==> src/rtl/narrow_alu.sv <==
module narrow_alu #(
  parameter int W   = 32,
  parameter int OPW = 3
) (
  input  logic           clk,
  input  logic           rst_n,
  input  logic           pack_en,
  input  logic [OPW-1:0] op,
  input  logic           vld0_i,
  input  logic [W-1:0]   a0,
  input  logic [W-1:0]   b0,
  input  logic           vld1_i,
  input  logic [W-1:0]   a1,
  input  logic [W-1:0]   b1,
  output logic [W-1:0]   res0_o,
  output logic [W-1:0]   res1_o,
  output logic           vld0_o,
  output logic           vld1_o,
  output logic           nar0_o,
  output logic           nar1_o
);
  localparam int H = W / 2;
  localparam logic [OPW-1:0] OP_ADD = OPW'(0);
  localparam logic [OPW-1:0] OP_SUB = OPW'(1);
  localparam logic [OPW-1:0] OP_AND = OPW'(2);
  localparam logic [OPW-1:0] OP_OR  = OPW'(3);
  localparam logic [OPW-1:0] OP_XOR = OPW'(4);

  function automatic logic is_narrow(input logic [W-1:0] x);
    return (&x[W-1:H-1]) | ~(|x[W-1:H-1]);
  endfunction

  function automatic logic [H-1:0] bitwise(input logic [OPW-1:0] o,
                                           input logic [H-1:0] x,
                                           input logic [H-1:0] y);
    case (o)
      OP_AND:  return x & y;
      OP_OR:   return x | y;
      default: return x ^ y;
    endcase
  endfunction

  logic is_sub, is_arith, legal;
  assign is_sub   = (op == OP_SUB);
  assign is_arith = (op == OP_ADD) || is_sub;
  assign legal    = is_arith || (op == OP_AND) || (op == OP_OR) || (op == OP_XOR);

  logic nar_p0, nar_p1, gate;
  assign nar_p0 = is_narrow(a0) & is_narrow(b0);
  assign nar_p1 = is_narrow(a1) & is_narrow(b1);
  assign gate   = !pack_en && nar_p0;

  // low half: slot 0 in both modes
  logic [H-1:0] lo_a, lo_b, lo_bx, lo_l, lo_r;
  logic [H:0]   lo_u;
  logic         lo_ovf, lo_s;
  assign lo_a   = a0[H-1:0];
  assign lo_b   = b0[H-1:0];
  assign lo_bx  = is_sub ? ~lo_b : lo_b;
  assign lo_u   = {1'b0, lo_a} + {1'b0, lo_bx} + (H+1)'(is_sub);
  assign lo_ovf = (lo_a[H-1] == lo_bx[H-1]) && (lo_u[H-1] != lo_a[H-1]);
  assign lo_s   = is_arith ? (lo_ovf ? lo_a[H-1] : lo_u[H-1]) : lo_l[H-1];
  assign lo_l   = bitwise(op, lo_a, lo_b);
  assign lo_r   = is_arith ? lo_u[H-1:0] : lo_l;

  // upper half: slot 1 when packed, held when gated
  logic [H-1:0] hold_a, hold_b;
  logic [H-1:0] up_a, up_b, up_bx, up_u, up_l, up_r;
  logic         up_cin, up_ovf, up_load;
  assign up_a    = pack_en ? a1[H-1:0] : (gate ? hold_a : a0[W-1:H]);
  assign up_b    = pack_en ? b1[H-1:0] : (gate ? hold_b : b0[W-1:H]);
  assign up_bx   = is_sub ? ~up_b : up_b;
  assign up_cin  = pack_en ? is_sub : lo_u[H];
  assign up_u    = up_a + up_bx + H'(up_cin);
  assign up_ovf  = (up_a[H-1] == up_bx[H-1]) && (up_u[H-1] != up_a[H-1]);
  assign up_l    = bitwise(op, up_a, up_b);
  assign up_r    = is_arith ? up_u : up_l;
  assign up_load = (pack_en ? vld1_i : vld0_i) && !gate;

  always_ff @(posedge clk or negedge rst_n) begin
    if (!rst_n) begin
      hold_a <= '0;
      hold_b <= '0;
    end else if (up_load) begin
      hold_a <= up_a;
      hold_b <= up_b;
    end
  end

  logic [W-1:0] r0_full, r0_pack, r1_pack;
  assign r0_full = gate ? {{H{lo_s}}, lo_r} : {up_r, lo_r};
  assign r0_pack = {{H{lo_r[H-1]}}, lo_r};
  assign r1_pack = {{H{up_r[H-1]}}, up_r};

  logic ld0, ld1, ok0, ok1;
  assign ld0 = vld0_i && legal;
  assign ld1 = pack_en && vld1_i && legal;
  assign ok0 = !pack_en || (nar_p0 && !(is_arith && lo_ovf));
  assign ok1 = nar_p1 && !(is_arith && up_ovf);

  always_ff @(posedge clk or negedge rst_n) begin
    if (!rst_n) begin
      res0_o <= '0;
      res1_o <= '0;
      vld0_o <= 1'b0;
      vld1_o <= 1'b0;
      nar0_o <= 1'b0;
      nar1_o <= 1'b0;
    end else begin
      if (ld0) res0_o <= pack_en ? r0_pack : r0_full;
      if (ld1) res1_o <= r1_pack;
      vld0_o <= ld0 && ok0;
      vld1_o <= ld1 && ok1;
      nar0_o <= vld0_i && nar_p0;
      nar1_o <= pack_en && vld1_i && nar_p1;
    end
  end
endmodule

==> config.mk <==
export PLATFORM = sky130hd
export DESIGN_NAME = narrow_alu
export DESIGN_NICKNAME = d
export VERILOG_FILES = /design/src/rtl/narrow_alu.sv
export SDC_FILE = /design/constraint.sdc
export NUM_CORES = 1
export LEC_CHECK = 0
export BUFFER_PORTS_ARGS = -buffer_cell sky130_fd_sc_hd__clkbuf_2
export CORE_MARGIN = 2
export CORE_UTILIZATION = 35
export DETAILED_ROUTE_END_ITERATION = 10
export GPL_TIMING_DRIVEN = 0
export SLEW_MARGIN = 25
export SYNTH_ARGS = -nofsm -noshare
export SYNTH_HDL_FRONTEND = slang
export SYNTH_SLANG_ARGS = --single-unit
==> constraint.sdc <==
create_clock -name clk -period 3.3 [get_ports clk]
set_clock_uncertainty 0.2 [all_clocks]
set_input_delay 0.66 -clock clk [delete_from_list [all_inputs] [get_ports clk]]
set_output_delay 0.66 -clock clk [all_outputs]
set_load 0.005 [all_outputs]
==> out/qor.yml, run 1 <==
worst_setup_path:
  r2r_slack_ns: -0.49
  critical_path_class: "in2reg"
  worstPathRequired_ns: 3.34
  critPathCaptureType: "flip-flop"
  slowest_delay_ns: 0.58
  cp_max_fo: 10
  worstPathArrival_ns: 5.43
  worstRegToRegCells: 14
  r2r_start: "hold_b[0]$_DFFE_PN0P_"
  crit_buf_inv: 4
  startpoint_type: "input pin"
  crit_path_frequent_cell: "nor3_1"
  cp-startpoint: "b0[16]"
  crit_slowest_cell: "or4_1"
  reg2reg_to: "res0_o[31]$_DFFE_PN0P_"
  path_cells: "clkbuf_2 -> or4_1 -> nor3_1 -> nand4_1 -> a22oi_2 -> buf_6 -> buf_4 -> mux2i_1 -> nor2_1 -> a21oi_2 -> inv_1 -> ha_1 -> a211oi_4 -> a31oi_2 -> o21ai_2 -> a21boi_2 -> o41ai_2 -> xnor3_2 -> a2111oi_4 -> nor3_1"
  cp_top_family: "compound AO/OA/AOI/OAI gates"
final_layout:
  nFillCells: 2225
  fin_area_sq_um: 10540
  synthToLayoutAreaGrowth_pct: 33.33
  final_nets: 1472
  drive_above_1_share: 0.3133
  num_antenna_cells: 0
timing:
  fmax_mhz: 185.6
  fin_crit_sh: 1.632
  final.min_clock_period_ns: 5.387
  setup_violations: 40
  finalHoldViolCount: 0
  rsz0062_at_grt: "true"
  relSlewSlack: 0.3569
  worstMarginPinSlew_ns: 0.9646
  setup_ws_ns: -2.087
  slew_violations: 0
floorplanning:
  start_util: 0.3590
  rows: 54
  core_area_sq_um: 22030
  io_pins: 204
  fp.dieW_microns: 154.3
  die_y_microns: 154.3
  dieArea_sq_um: 23810
hold_path:
  hp-class: "in2async"
cts:
  root_buffer: "clkbuf_16"
  cts_made_buffers: 9
  insertion_delay_ns: 0.36
  clkSlewWorstSetupHoldPaths_ns: 0.07
  clock_path_buffers: 2
  cts_tree: "done"
  htree_levels: 3
  ctsHoldBuffers: 0
  clock_sinks: 84
power_and_ir_drop:
  powerDensity_nw_per_um2: 400.5
  p_leak_nw: 4.999
  vdd_drop_max_v: 0.0002298
global_route:
  grt_pass1_wl_microns: 43990
  grt_usage: 0.2361
  antenna_found_initial: 0
  grt_pass1_vias: 8244
  grt_max_degree: 45
  gr-total-overflow: 0
route:
  avgViaCountPerCell: 5.450
  routed_wl_microns: 28260
  drc: 0
  vias: 8311
  wire_per_inst_microns: 18.53
  drtPass1Iterations: 6
  detail-route-antenna-nets: 0
  drt_iter0_drc: 505
placement:
  portBuffers: 201
  dp_hpwl_microns: 21750
  dp_worst_setup_slack_ns: -3.221
  dpl_cell_area_sq_um: 9483
  gp_congestion: 0.9528
flow_run:
  maxCapViolCount: 0
run_status:
  status: "complete, but fails checks"
  violations: "negative setup slack"
logic_synthesis:
  netlist_instances: 994
  ys_types: 62
  netlist_top_cells_area: "dfrtp_1, ha_1, o21ai_0"
  yosysMostFrequentCell: "nand2_1"
  synth_common_cells: "nand2_1, o21ai_0, ha_1"
  synth-seq-area-share: 0.2659
  synth_ff_type: "dfrtp_1"
  async_flop_share: 1.000
  yosys_warnings: 0
  ys_seq_elements: 84
  synth_top_area_cell: "dfrtp_1"
  syn_area_sq_um: 7906
  synth_edf_count: 0
  synth_top_area_share: 0.2659
  synth.avg_cell_area_sq_um: 7.954
  synth_nets: 1226
[through the flow]
stage | util | hold slack, ns | total power (W) | setup TNS [ns] | instances
2_1_floorplan | - | 0.1644 | 0.002289 | -58.20 | 994
3_3_place_gp | 0.4289 | 0.2549 | 0.002865 | -116.72 | 1475
3_5_place_dp | 0.4305 | 0.2670 | 0.002899 | -117.99 | 1476
4_1_cts | 0.4696 | 0.03031 | 0.004149 | -57.09 | 1521
5_1_grt | 0.4786 | 0.04668 | 0.004488 | -63.64 | 1525
6_report | 0.4786 | 0.01129 | 0.004221 | -55.18 | 1525
[cells in the final DEF (no fill, tap or decap), types with 15 or more instances in the layout]
master    synthesis  final
clkbuf_2          0    204
dfrtp_1          84     84
o21ai_1           1     26
clkbuf_1         40     27
nand4_1          17     17
ha_1             93     93
nor3_1           17     15
nor2_1           59     54
o211ai_1         15     15
buf_4            17     50
a21oi_2           0     21
xnor2_1          40     37
a21oi_1          72     48
inv_1            80     80
nand2_1         129    128
nand3_1          16     15
mux2i_1          44     43
o21ai_0         112     70
[sequential cells by signal (all words and copies together), names as in the netlist]
name,flops
res0_o,32
hold_a,16
vld1_o,1
vld0_o,1
nar1_o,1
nar0_o,1
hold_b,16
res1_o,16
[worst register-to-register path: stages (launching register included)]
cell	delay, ns
dfrtp_1	0.35
mux2i_1	0.07
o21ai_0	0.37
inv_1	0.20
xnor2_1	0.26
fa_2	0.29
nor2b_2	0.06
o2111ai_2	0.22
a31oi_2	0.15
o21ai_2	0.24
a21boi_2	0.11
o41ai_2	0.30
xnor3_2	0.39
a2111oi_4	0.37
nor3_1	0.09
[worst max-delay path by stage]
| stage | end | slack [ns] | cells past startpoint |
|---|---|---|---|
| after floorplan | res0_o[31]$_DFFE_PN0P_ | -2.20 | 26 |
| after global placement | res0_o[31]$_DFFE_PN0P_ | -3.21 | 27 |
| after detailed placement | res0_o[31]$_DFFE_PN0P_ | -3.22 | 27 |
| after CTS | res0_o[31]$_DFFE_PN0P_ | -2.07 | 26 |
| after global routing | res0_o[31]$_DFFE_PN0P_ | -2.32 | 21 |
| final | res0_o[31]$_DFFE_PN0P_ | -2.09 | 20 |
[power breakdown]
group	internal [W]	total [W]	leakage [nW]	switching (W)
logic	0.000835	0.00179	3.83	0.000960
registers	0.00121	0.00134	1.04	0.000132
clock network	0.000610	0.00108	0.138	0.000475
total	0.00265	0.00422	5.00	0.00157
[cell type report]
type / count / area [sq um] / area share
clock inverters: 5 / 61.31 / 0.005816
flip-flops and latches: 84 / 2102 / 0.1994
well taps: 280 / 350.3 / 0.03323
plain buffers: 64 / 419.2 / 0.03976
clock buffers: 11 / 242.7 / 0.02303
inverters: 82 / 307.8 / 0.02920
repair buffers: 238 / 1348 / 0.1278
multi-input cells: 761 / 5710 / 0.5417
[kinds of logic after synthesis]
kind of cell    Yosys count  share of synthesized area
xor+xnor                 46                    0.05270
flops                    84                     0.2659
mux                      54                    0.06995
compound gates          270                     0.2057
simple gates            295                     0.1715
fa+ha+maj                96                     0.1548
buf+inv                 149                    0.07944
[repair_timing]
action                                  CTS  global route
buffers inserted                         30            10
endpoints found under the setup margin   76            59
pin swaps                                62            39
cloned                                    0             0
resized for setup                        85            46
[per-layer routing]
| layer | share of wire | track usage | up-vias |
|---|---|---|---|
| li1 | - | - | 3967 |
| met1 | 0.44 | 0.3038 | 3992 |
| met2 | 0.47 | 0.3953 | 304 |
| met3 | 0.062 | 0.04511 | 48 |
| met4 | 0.027 | 0.08730 | 0 |
| met5 | 0 | 0 | - |
Note: power is estimated with default switching activity, not from simulation.
==> inputs of run 2 (changes only) <==
--- a/config.mk
+++ b/config.mk
@@ -10,6 +10,7 @@
 export CORE_UTILIZATION = 35
 export DETAILED_ROUTE_END_ITERATION = 10
 export GPL_TIMING_DRIVEN = 0
+export HOLD_SLACK_MARGIN = 0.05
 export SLEW_MARGIN = 25
 export SYNTH_ARGS = -nofsm -noshare
 export SYNTH_HDL_FRONTEND = slang
==> run 2 against run 1 <==
  * The flow still finishes with violations (negative setup slack)
  * Critical path depth stayed put
  * Largest cell class unchanged
  * Register-to-register slack hardly changed
  * Combinational power hardly changed
  * Total power hardly changed
  * Die area stayed put
  * Largest power group unchanged
  * Clock-buffer cell count stayed put
  * First-iteration DRC count is 1.2% lower
  * Critical endpoint unchanged
==> out/qor.yml, run 2 (same netlist as run 1, synthesis figures left out) <==
placement:
  dp_worst_setup_slack_ns: -3.221
  dp_hpwl_microns: 21750
  portBuffers: 201
  gp_congestion: 0.9528
  dp_cells: 1476
cts:
  cts_tree: "done"
  insertion_delay_ns: 0.36
  clock_path_buffers: 2
  clkSlewWorstSetupHoldPaths_ns: 0.07
  clock_sinks: 84
  htree_levels: 3
  cts_made_buffers: 9
  root_buffer: "clkbuf_16"
route:
  avgViaCountPerCell: 5.457
  wire_per_inst_microns: 18.52
  drtPass1Iterations: 5
  detail-route-antenna-nets: 0
  vias: 8327
  routed_wl_microns: 28270
  drc: 0
  drt_iter0_drc: 499
final_layout:
  stdcell_count: 1526
  nFillCells: 2224
  final_nets: 1473
  largest_reg_flops: 32
  regMostFlops: "res0_o"
  fin_util: 0.4790
  drive_above_1_share: 0.3130
  final_common_cell: "clkbuf_2"
  synthToLayoutAreaGrowth_pct: 33.46
  final_cell_mix: "clkbuf_2, nand2_1, ha_1"
  num_antenna_cells: 0
worst_setup_path:
  critPathCaptureType: "flip-flop"
  worstPathRequired_ns: 3.34
  path_cells: "clkbuf_2 -> or4_1 -> nor3_1 -> nand4_1 -> a22oi_2 -> buf_6 -> buf_4 -> mux2i_1 -> nor2_1 -> a21oi_2 -> inv_1 -> ha_1 -> a211oi_4 -> a31oi_2 -> o21ai_2 -> a21boi_2 -> o41ai_2 -> xnor3_2 -> a2111oi_4 -> nor3_1"
  critical_path_class: "in2reg"
  worstPathArrival_ns: 5.43
  cp-startpoint: "b0[16]"
  slowest_delay_ns: 0.58
  startpoint_type: "input pin"
  cp_top_family: "compound AO/OA/AOI/OAI gates"
  crit_path_frequent_cell: "nor3_1"
  crit_buf_inv: 4
  crit_slowest_cell: "or4_1"
  r2r_start: "hold_b[0]$_DFFE_PN0P_"
  cp_max_fo: 10
timing:
  fin_crit_sh: 1.633
  rsz0062_at_grt: "true"
  setup_ws_ns: -2.090
  fmax_mhz: 185.5
  finalHoldViolCount: 0
  relSlewSlack: 0.3589
  holdWs_ns: 0.2764
  worstMarginPinSlew_ns: 0.9617
  final.min_clock_period_ns: 5.390
  slew_violations: 0
  setup_violations: 41
power_and_ir_drop:
  p_int_w: 0.002655
  power.total_w: 0.004221
  p_sw_frac: 0.3710
  pwr-share-comb: 0.426
  vdd_drop_max_v: 0.0002274
  p_leak_nw: 5.003
  p_sw_w: 0.001566
  powerDensity_nw_per_um2: 400.0
  clockPowerShare: 0.256
  seqPwrFrac: 0.318
global_route:
  antenna_found_initial: 0
  gr-total-overflow: 0
  grt_usage: 0.2363
  grt_pass1_wl_microns: 44020
  grt_pass1_vias: 8256
  grt_max_degree: 45
floorplanning:
  dieArea_sq_um: 23810
  fp.dieW_microns: 154.3
  start_util: 0.3590
  core_area_sq_um: 22030
  die_y_microns: 154.3
  io_pins: 204
  rows: 54
hold_path:
  hp-class: "reg2reg"
  holdCritStartpoint: "hold_a[15]$_DFFE_PN0P_"
flow_run:
  maxCapViolCount: 0
run_status:
  status: "complete, but fails checks"
  violations: "negative setup slack"
## run 2: cell count changes in the layout (fill, tap and decap cells not counted), sizes merged
cell / before / now
dlygate4sd3: 0 / 1
## run 2: final timing paths
| kind | to | slack, ns | cells past startpoint |
|---|---|---|---|
| min in group asynchronous | hold_a[2]$_DFFE_PN0P_ | 0.59 | 2 |
| max in group asynchronous | res0_o[8]$_DFFE_PN0P_ | 1.74 | 3 |
| hold reg to reg | hold_a[15]$_DFFE_PN0P_ | 0.28 | 2 |
| setup reg to reg | res0_o[31]$_DFFE_PN0P_ | -0.48 | 14 |
| hold / removal | hold_a[15]$_DFFE_PN0P_ | 0.28 | 2 |
| setup / recovery | res0_o[31]$_DFFE_PN0P_ | -2.09 | 20 |
## run 2: layout make-up
| type | instances | area, sq um | share of cell area |
|---|---|---|---|
| inverters | 82 | 307.8 | 0.02917 |
| clock buffers | 11 | 242.7 | 0.02300 |
| repair buffers | 239 | 1358 | 0.1287 |
| plain buffers | 64 | 419.2 | 0.03972 |
| multi-input cells | 761 | 5710 | 0.5412 |
| clock inverters | 5 | 61.31 | 0.005810 |
| flip-flops and latches | 84 | 2102 | 0.1992 |
| well taps | 280 | 350.3 | 0.03320 |
## run 2: metal layers
| metal | vias up | wire (microns) | track usage |
|---|---|---|---|
| met5 | - | 0 | 0 |
| met4 | 0 | 753 | 0.08730 |
| met3 | 48 | 1658 | 0.04511 |
| met2 | 287 | 13410 | 0.3957 |
| met1 | 4025 | 12450 | 0.3038 |
| li1 | 3967 | - | - |
## run 2: what timing repair did
| action | CTS | global route |
|---|---|---|
| hold buffers | 1 | 0 |
| hold endpoints to repair | 20 | 0 |
| pin swaps | 62 | 39 |
| cloned | 0 | 0 |
| setup buffers | 30 | 10 |
| gates resized for setup | 85 | 46 |
| endpoints found under the setup margin | 76 | 59 |
## run 2: power groups by stage
| stage | Sequential [W] | Clock [W] | Combinational [W] |
|---|---|---|---|
| 2_1_floorplan | 0.00133 | 0 | 0.000957 |
| 3_3_place_gp | 0.00135 | 0 | 0.00151 |
| 3_5_place_dp | 0.00136 | 0 | 0.00154 |
| 4_1_cts | 0.00134 | 0.00110 | 0.00171 |
| 5_1_grt | 0.00137 | 0.00114 | 0.00198 |
| 6_report | 0.00134 | 0.00108 | 0.00180 |
## run 2: through the flow
stage,cell area [sq um],setup TNS (ns)
floorplan,8090,-58.20
global placement,9447,-116.72
detailed placement,9483,-117.99
CTS,10350,-57.09
global route,10550,-63.64
finish,10550,-55.35
## run 2: worst min-delay path, delay by kind of cell, from the launching register on
family | cells | cell delay (ns)
simple gates | 1 | 0.04
compound gates | 1 | 0.06
flops | 1 | 0.34
